## src/rtl/fifo_pkg.sv

```systemverilog
package fifo_pkg;

    typedef enum logic [1:0] {
        ST_EMPTY   = 2'd0,
        ST_PARTIAL = 2'd1,
        ST_FULL    = 2'd2
    } occ_state_t;

endpackage

```

## src/rtl/fifo_occupancy.sv

```systemverilog
module fifo_occupancy
    import fifo_pkg::*;
#(
    parameter int ADDR_W = 8,
    parameter int CODE_W = 3,
    localparam int CNT_W = ADDR_W + 1
) (
    input  logic              clk,
    input  logic              rst_n,
    input  logic [CODE_W-1:0] depth_code,
    input  logic              wr_req,
    input  logic              rd_req,
    output logic              wr_ok,
    output logic              rd_ok,
    output logic [ADDR_W-1:0] wptr,
    output logic [ADDR_W-1:0] rptr,
    output logic [CNT_W-1:0]  count,
    output logic              full,
    output logic              empty
);

    occ_state_t state, state_nx;
    logic [CODE_W-1:0] code_q;
    logic [CNT_W-1:0]  depth_words;
    logic [ADDR_W-1:0] ptr_mask;

    // depth = 2^(code+1), clamped to the storage size
    always_comb begin
        if (32'(code_q) + 1 >= ADDR_W)
            depth_words = CNT_W'(1) << ADDR_W;
        else
            depth_words = CNT_W'(1) << (32'(code_q) + 1);
        ptr_mask = ADDR_W'(depth_words - CNT_W'(1));
    end

    assign wr_ok = wr_req && (state != ST_FULL);
    assign rd_ok = rd_req && (state != ST_EMPTY);

    // state register
    always_ff @(posedge clk) begin
        if (!rst_n) state <= ST_EMPTY;
        else        state <= state_nx;
    end

    // transitions
    always_comb begin
        state_nx = state;
        unique case (state)
            ST_EMPTY:   if (wr_ok) state_nx = ST_PARTIAL;                // FILL_FIRST
            ST_PARTIAL: begin
                if (wr_ok && !rd_ok && count == depth_words - CNT_W'(1))
                    state_nx = ST_FULL;                                   // FILL_LAST
                else if (rd_ok && !wr_ok && count == CNT_W'(1))
                    state_nx = ST_EMPTY;                                  // DRAIN_LAST
            end
            ST_FULL:    if (rd_ok) state_nx = ST_PARTIAL;                // DRAIN_FIRST
            default:    state_nx = ST_EMPTY;
        endcase
    end

    // outputs
    always_comb begin
        full  = (state == ST_FULL);
        empty = (state == ST_EMPTY);
    end

    always_ff @(posedge clk) begin
        if (!rst_n) begin
            code_q <= depth_code;
            wptr   <= '0;
            rptr   <= '0;
            count  <= '0;
        end else begin
            if (wr_ok) wptr <= (wptr + ADDR_W'(1)) & ptr_mask;
            if (rd_ok) rptr <= (rptr + ADDR_W'(1)) & ptr_mask;
            unique case ({wr_ok, rd_ok})
                2'b10:   count <= count + CNT_W'(1);
                2'b01:   count <= count - CNT_W'(1);
                default: count <= count;
            endcase
        end
    end

    AST_NO_OVERFLOW: assert property (@(posedge clk) disable iff (!rst_n)
        count <= depth_words);
    AST_FLAGS_EXCLUSIVE: assert property (@(posedge clk) disable iff (!rst_n)
        !(full && empty));
    AST_FULL_BLOCKS_WRITE: assert property (@(posedge clk) disable iff (!rst_n)
        (full && wr_req && !rd_req) |=> full);
    AST_EMPTY_BLOCKS_READ: assert property (@(posedge clk) disable iff (!rst_n)
        (empty && rd_req && !wr_req) |=> empty);
    AST_MIXED_KEEPS_COUNT: assert property (@(posedge clk) disable iff (!rst_n)
        (wr_ok && rd_ok) |=> $stable(count));

endmodule

```

## src/rtl/fifo_store.sv

```systemverilog
module fifo_store #(
    parameter int ADDR_W = 8,
    parameter int WORD_W = 9,
    localparam int DEPTH = 1 << ADDR_W
) (
    input  logic              clk,
    input  logic              rst_n,
    input  logic              wr_ok,
    input  logic [ADDR_W-1:0] wptr,
    input  logic [WORD_W-1:0] wdata,
    input  logic              rd_ok,
    input  logic [ADDR_W-1:0] rptr,
    output logic [WORD_W-1:0] rdata,
    output logic              rd_vld
);

    logic [WORD_W-1:0] mem [DEPTH];

    always_ff @(posedge clk) begin
        if (wr_ok) mem[wptr] <= wdata;
    end

    always_ff @(posedge clk) begin
        if (!rst_n) begin
            rdata  <= '0;
            rd_vld <= 1'b0;
        end else begin
            rd_vld <= rd_ok;
            if (rd_ok) rdata <= mem[rptr];
        end
    end

endmodule

```

## src/rtl/fifo_parity.sv

```systemverilog
module fifo_parity #(
    parameter int DATA_W     = 8,
    parameter bit GEN_PARITY = 1'b1,
    localparam int WORD_W = DATA_W + 1
) (
    input  logic              clk,
    input  logic              rst_n,
    input  logic              par_odd,
    input  logic [WORD_W-1:0] din,
    input  logic              wr_ok,
    output logic [WORD_W-1:0] wr_word,
    output logic              wr_perr,
    input  logic [WORD_W-1:0] rd_word,
    input  logic              rd_vld,
    output logic              rd_perr
);

    function automatic logic pbit(input logic [DATA_W-1:0] d, input logic odd);
        return (^d) ^ odd;
    endfunction

    logic wr_bad;

    generate
        if (GEN_PARITY) begin : g_gen
            assign wr_word = {pbit(din[DATA_W-1:0], par_odd), din[DATA_W-1:0]};
            assign wr_bad  = 1'b0;
        end else begin : g_chk
            assign wr_word = din;
            assign wr_bad  = din[DATA_W] != pbit(din[DATA_W-1:0], par_odd);
        end
    endgenerate

    always_ff @(posedge clk) begin
        if (!rst_n) wr_perr <= 1'b0;
        else        wr_perr <= wr_ok && wr_bad;
    end

    assign rd_perr = rd_vld && (rd_word[DATA_W] != pbit(rd_word[DATA_W-1:0], par_odd));

    generate
        if (GEN_PARITY) begin : g_gen_chk
            always_comb begin
                if (rst_n) AST_GEN_NO_WPERR: assert (!wr_perr);
            end
        end
    endgenerate

endmodule

```

## src/rtl/lvl_parity_fifo.sv

```systemverilog
module lvl_parity_fifo #(
    parameter int DATA_W     = 8,
    parameter int ADDR_W     = 8,
    parameter int CODE_W     = 3,
    parameter bit GEN_PARITY = 1'b1,
    localparam int WORD_W = DATA_W + 1,
    localparam int CNT_W  = ADDR_W + 1
) (
    input  logic              clk,
    input  logic              rst_n,
    input  logic [CODE_W-1:0] depth_code,
    input  logic              wr_n,
    input  logic              wr_sel_n,
    input  logic              rd_n,
    input  logic              rd_sel_n,
    input  logic [ADDR_W-1:0] level,
    input  logic              par_odd,
    input  logic [WORD_W-1:0] din,
    output logic [WORD_W-1:0] dout,
    output logic              full,
    output logic              empty,
    output logic              lvl_eq,
    output logic              lvl_ge,
    output logic              wr_perr,
    output logic              rd_perr
);

    logic              wr_req, rd_req, wr_ok, rd_ok, rd_vld;
    logic [ADDR_W-1:0] wptr, rptr;
    logic [CNT_W-1:0]  count;
    logic [WORD_W-1:0] wr_word;

    assign wr_req = !wr_n && !wr_sel_n;
    assign rd_req = !rd_n && !rd_sel_n;

    fifo_occupancy #(.ADDR_W(ADDR_W), .CODE_W(CODE_W)) u_occ (
        .clk, .rst_n, .depth_code, .wr_req, .rd_req,
        .wr_ok, .rd_ok, .wptr, .rptr, .count, .full, .empty
    );

    fifo_parity #(.DATA_W(DATA_W), .GEN_PARITY(GEN_PARITY)) u_par (
        .clk, .rst_n, .par_odd, .din, .wr_ok, .wr_word, .wr_perr,
        .rd_word(dout), .rd_vld, .rd_perr
    );

    fifo_store #(.ADDR_W(ADDR_W), .WORD_W(WORD_W)) u_mem (
        .clk, .rst_n, .wr_ok, .wptr, .wdata(wr_word),
        .rd_ok, .rptr, .rdata(dout), .rd_vld
    );

    assign lvl_eq = (count == {1'b0, level});
    assign lvl_ge = (count >= {1'b0, level});

    AST_EQ_IMPLIES_GE: assert property (@(posedge clk) disable iff (!rst_n)
        lvl_eq |-> lvl_ge);
    AST_RD_PERR_AFTER_READ: assert property (@(posedge clk) disable iff (!rst_n)
        rd_perr |-> $past(rd_req && !empty));

endmodule

```

## config.mk

```make
export PLATFORM = sky130hd
export DESIGN_NAME = lvl_parity_fifo
export DESIGN_NICKNAME = d
export VERILOG_FILES = /design/src/rtl/fifo_pkg.sv /design/src/rtl/fifo_occupancy.sv /design/src/rtl/fifo_store.sv /design/src/rtl/fifo_parity.sv /design/src/rtl/lvl_parity_fifo.sv
export SDC_FILE = /design/constraint.sdc
export NUM_CORES = 2
export LEC_CHECK = 0
export BUFFER_PORTS_ARGS = -buffer_cell sky130_fd_sc_hd__buf_2
export CORE_MARGIN = 10
export CORE_UTILIZATION = 60
export DETAILED_ROUTE_END_ITERATION = 10
export GPL_ROUTABILITY_DRIVEN = 1
export PLACE_DENSITY_LB_ADDON = 0.05
export SLEW_MARGIN = 5
export SYNTH_ARGS = -nofsm -noshare
export SYNTH_HDL_FRONTEND = slang
export SYNTH_HIERARCHICAL = 1
export SYNTH_SLANG_ARGS = --single-unit
```

## constraint.sdc

```tcl
create_clock -name clk -period 25.2 [get_ports clk]
set_input_delay 1.26 -clock clk [delete_from_list [all_inputs] [get_ports clk]]
set_output_delay 1.26 -clock clk [all_outputs]
set_load 0.005 [all_outputs]
```

Word-level counts from Yosys, hierarchy flattened
Memories as Yosys holds them, arrays and structs flattened. A register that Yosys moved wholly into a read port is not among the register bits.
Cells that the tools add are included.

storage, ports and cells
  memories kept = 1
  logic and storage cells = 63
  bits in writable memories = 2,304
  bits in registers = 31

operators by class
  reduce and logical (&&, ||, !) cells = 22
  magnitude comparators = 2
  add/sub/neg operators = 6
  bitwise operators = 4
  shifts and indexed selects = 1
  multiplexer cells = 9
  equality and inequality tests = 12

memory list
  name       words  width  read ports  clocked after Yosys merged registers in  write ports  RTL line          RTL
  u_mem.mem  256    9      1           1                                        1            fifo_store.sv:17  logic [WORD_W-1:0] mem [DEPTH];

operator list
  cell                                                                number
  1-bit by 32-bit left shift with 9-bit output, first input constant  1
  9-bit case mux with 2 select lines                                  1
  9-bit by 1-bit subtractor with 9-bit output, second input constant  2
  8-bit by 1-bit adder with 8-bit output, second input constant       2
  8-bit AND                                                           2
  8-bit parity                                                        2
  9-bit by 1-bit adder with 9-bit output, second input constant       1
  9-bit by 1-bit == test with 1-bit output, second input constant     1
  9-bit by 8-bit == test with 1-bit output                            1
  9-bit == test                                                       1
  9-bit by 8-bit >= comparator with 1-bit output                      1
  1-bit logical AND                                                   9
  9-bit 2-to-1 mux                                                    1
  2-bit 2-to-1 mux                                                    4
  1-bit logical NOT                                                   7
  2-bit case mux with 3 select lines                                  1
  3-bit by 1-bit adder with 4-bit output, second input constant       1
  2-bit by 1-bit == test with 1-bit output, second input constant     2
  2-bit == test, second input constant                                2
  4-bit >= comparator, second input constant                          1
  2-bit by 1-bit != test with 1-bit output, second input constant     2
  2-bit nonzero test                                                  2
  3-bit by 1-bit != test with 1-bit output, second input constant     1
  3-bit AND reduction                                                 1
  5 further kinds                                                     7

Logic depth before layout (Yosys ltp)
  word-level depth = 9
  gate-level depth with buffers = 13
  gate-level depth less buffers = 10

Hierarchy
The synthesis kept the hierarchy.

modules (own cells, without submodules)
  module           cells an instance  area each (µm²)  instances
  fifo_store       4,326              90,055.1         1
  fifo_occupancy   242                1,968.1          1
  fifo_parity      27                 231.5            1
  lvl_parity_fifo  30                 216.5            1

Worst setup path before layout
OpenSTA, ideal clock, no wires.

  path kind = input-to-reg
  from = input port din[6]
  to = memory u_mem.mem[0][8], data pin
  stages on the path = 4
  buffers on the path = 0
  slack = 14.631 ns
  data arrival time = 8.922 ns
  library setup time = 1.647 ns
  required time = 23.553 ns
  cell sequence = xnor2_1 > xnor2_1 > xnor2_1 > xnor2_1

between the ends
  longest elaborated chain between the ends = 2

RTL lines
  item                  RTL line               RTL
  start: declaration    lvl_parity_fifo.sv:18  input logic [WORD_W-1:0] din,
  8-bit parity          fifo_parity.sv:19      return (^d) ^ odd;
  1-bit XOR             fifo_parity.sv:19
  named net wr_word[8]  lvl_parity_fifo.sv:31  logic [WORD_W-1:0] wr_word;
  end: declaration      fifo_store.sv:17

The timed path passes the listed nets, and every way through them passes these cells.

==> metrics <==
status finished, final reports clean; Leak Pwr 30.4 nW; #FFs+latches synth 2344; Post-synth EDFFs 2307; Initial Util 60.2%; Pre-Repair DR Iteration Count 5; Clock Skew 0.0272 ns; Mapped Nets 4670; vias in the first global route 45700; All-Layer GR Usage 27.5%; Synth Area in Compound Gates 3.44%; H-tree levels 4; highest fanout seen on the critical path 87; Final setup viols 0; Top FF cell, synth edfxtp_1; Mapped Area 0.0925 mm2; Peak Freq 0.164 GHz; Sum Neg Setup Slack 0 ns; Synth area leaders edfxtp_1 (75%), mux4_2 (11%), mux2i_1 (3.1%); Routability Congestion 0.852; syn_area_per_cell 20.0 um2; die width 413 um; Seq/Total Area, Yosys 75.7%; Power Density 77.2 mW/mm2; Worst EP required 25.91 ns; deepest clock path buffer count 3; Routed Antenna Nets 0; IO Pins 42; vias per inst 6.71; initial antenna violation count 4; worst-margin pin slew 1.25 ns; Max stage delay on crit path 0.94 ns; CP Class flip-flop to flip-flop; die footprint 0.170 mm2; PortBufs 39; Syn. warnings 6; TritonCTS buffer count 227; largest net degree at the start of global routing 185; Worst setup SP type flip-flop; critical path arrival 6.80 ns; share of the synthesized area in the top cell type 74.9%; max cap viols 0; Top cell by count, worst path buf_12; Final #Nets 4749; Tcrit/Tclk final 24.2%; filler cell count 10100; Synth Instances 4625; Detailed Place HPWL 140000 um; root buf cell clkbuf_16; CP cell instances buf_12 -> buf_12 -> buf_12 -> buf_4 -> mux4_2 -> a2111oi_0 -> nor4_1 -> a221o_1; Area after DPL 0.0943 mm2; post-CTS sizing 0; Total Routed Length 235000 um; CP max stage cell a2111oi_0; Core Footprint 0.154 mm2; Post-CTS Setup Inserts 0; share of layout cells above drive strength 1 18.8%; worst min-delay path category flip-flop to flip-flop; DRC viols 0; VDD IR max 0.000103 V; post-synth top area cell edfxtp_1; Final min period 6.09 ns; # rows 144; max-slew violations 0; worst skew pair latency 0.84 ns; xor/xnor share of the synthesized area 0.290%; final global-route overflow total 0; max_slew headroom 16.9%; finished layout cell area 0.101 mm2; CTS tree built; via count 46600; crit path capture type flip-flop; first-pass GRT wire length 335000 um; post-layout power 7.82 mW; clock sink count 2344; final hold vios 0; area delta synth->final 9.60%; Die Span Y 413 um; post-synthesis async set-or-reset flop share 0%; Initial DRC Count 5502; WL/cell 33.8 um; clock slew at reported path FFs 0.06 ns; mux cell area share after synthesis 14.6%; Synth Area in Adders 0.254%; unrepaired setup endpoints after global routing false; CTS Hold Bufs 0; distinct cell type count after synthesis 83; main combinational cell family by area after synthesis multiplexers; post-synthesis simple-gate area fraction 3.55%
-- layout by cell type, fill, tap and decap left out, types with 51 or more instances in the layout --
master,instances
buf_4,87
clkbuf_1,57
clkbuf_16,231
clkinv_1,59
edfxtp_1,2307
mux2i_1,289
mux4_2,444
nand2_1,124
nor2_1,341
o21ai_0,51
o22ai_1,99
-- critical path, delay by kind of cell, from the launching register on --
family | cells | cell delay [ns]
simple gates | 1 | 0.21
mux | 1 | 0.62
buf+inv | 4 | 2.23
flops | 1 | 0.91
compound gates | 2 | 1.32
-- kinds of logic (layout without fill, tap and decap cells) --
logic type / after synthesis / count (layout)
other cells: 1 / 3
fa+ha+maj: 19 / 19
buf+inv: 304 / 574
mux: 760 / 760
compound gates: 449 / 449
xor+xnor: 29 / 29
flops: 2344 / 2344
simple gates: 719 / 719
-- synthesized netlist by cell type (50+ instances only) --
cell type,count
mux4_2,444
o21ai_0,51
nand3_1,54
buf_6,50
o22ai_1,99
nor2_1,342
nand2_1,126
clkbuf_1,112
buf_2,64
edfxtp_1,2307
mux2i_1,289
-- through the flow --
step	setup slack (ns)	hold WS, ns	instances	utilization (%)
floorplan	14.63	0.478	4625	-
global placement	19.16	0.496	6519	61.4
detailed placement	19.17	0.499	6519	61.4
CTS	19.14	0.508	6939	65.9
global route	18.82	0.524	6939	65.9
finish	19.11	0.505	6941	65.9
-- final cells by class --
type | count | area (um2) | area share (%)
multi-input cells | 1977 | 20500 | 20.3
inverters | 20 | 80.1 | 0.0790
flip-flops and latches | 2344 | 70000 | 69.1
clock inverters | 127 | 982 | 0.969
well taps | 2044 | 2560 | 2.52
repair buffers | 134 | 1080 | 1.06
diodes | 2 | 5.00 | 0.00494
clock buffers | 293 | 6060 | 5.98
-- sequential cells by signal, indices dropped and copies added (netlist names) --
register	flops
u_occ/count	9
u_occ/code_q	3
u_mem/rdata	9
u_occ/wptr	8
u_mem/rd_vld	1
u_occ/state	2
u_mem/mem	2304
u_occ/rptr	8
-- where the power goes --
part	total, mW	switching, mW	internal (mW)
combinational	0.238	0.179	0.0592
sequential	4.35	0.00597	4.34
clock	3.23	1.41	1.82
total	7.82	1.60	6.22
-- per-layer routing --
metal,vias to the layer above,routed length [um],track usage [%]
met2,2142,114000,44.0
met3,382,21200,5.98
met5,-,26,0
li1,19300,-,-
met4,4,7850,8.80
met1,24700,91300,38.3
-- path summary, 6_finish.rpt --
check	startpoint	end	slack, ns	depth (start not counted)
worst min-delay path	u_mem/rdata[0]	u_mem/rdata[0]	0.51	2
worst max-delay path	u_occ/rptr[0]	u_mem/rdata[3]	19.11	8
worst max register to register	u_occ/rptr[0]	u_mem/rdata[3]	19.11	8
worst min register to register	u_mem/rdata[0]	u_mem/rdata[0]	0.51	2
Note: power is estimated with default switching activity, not from simulation.
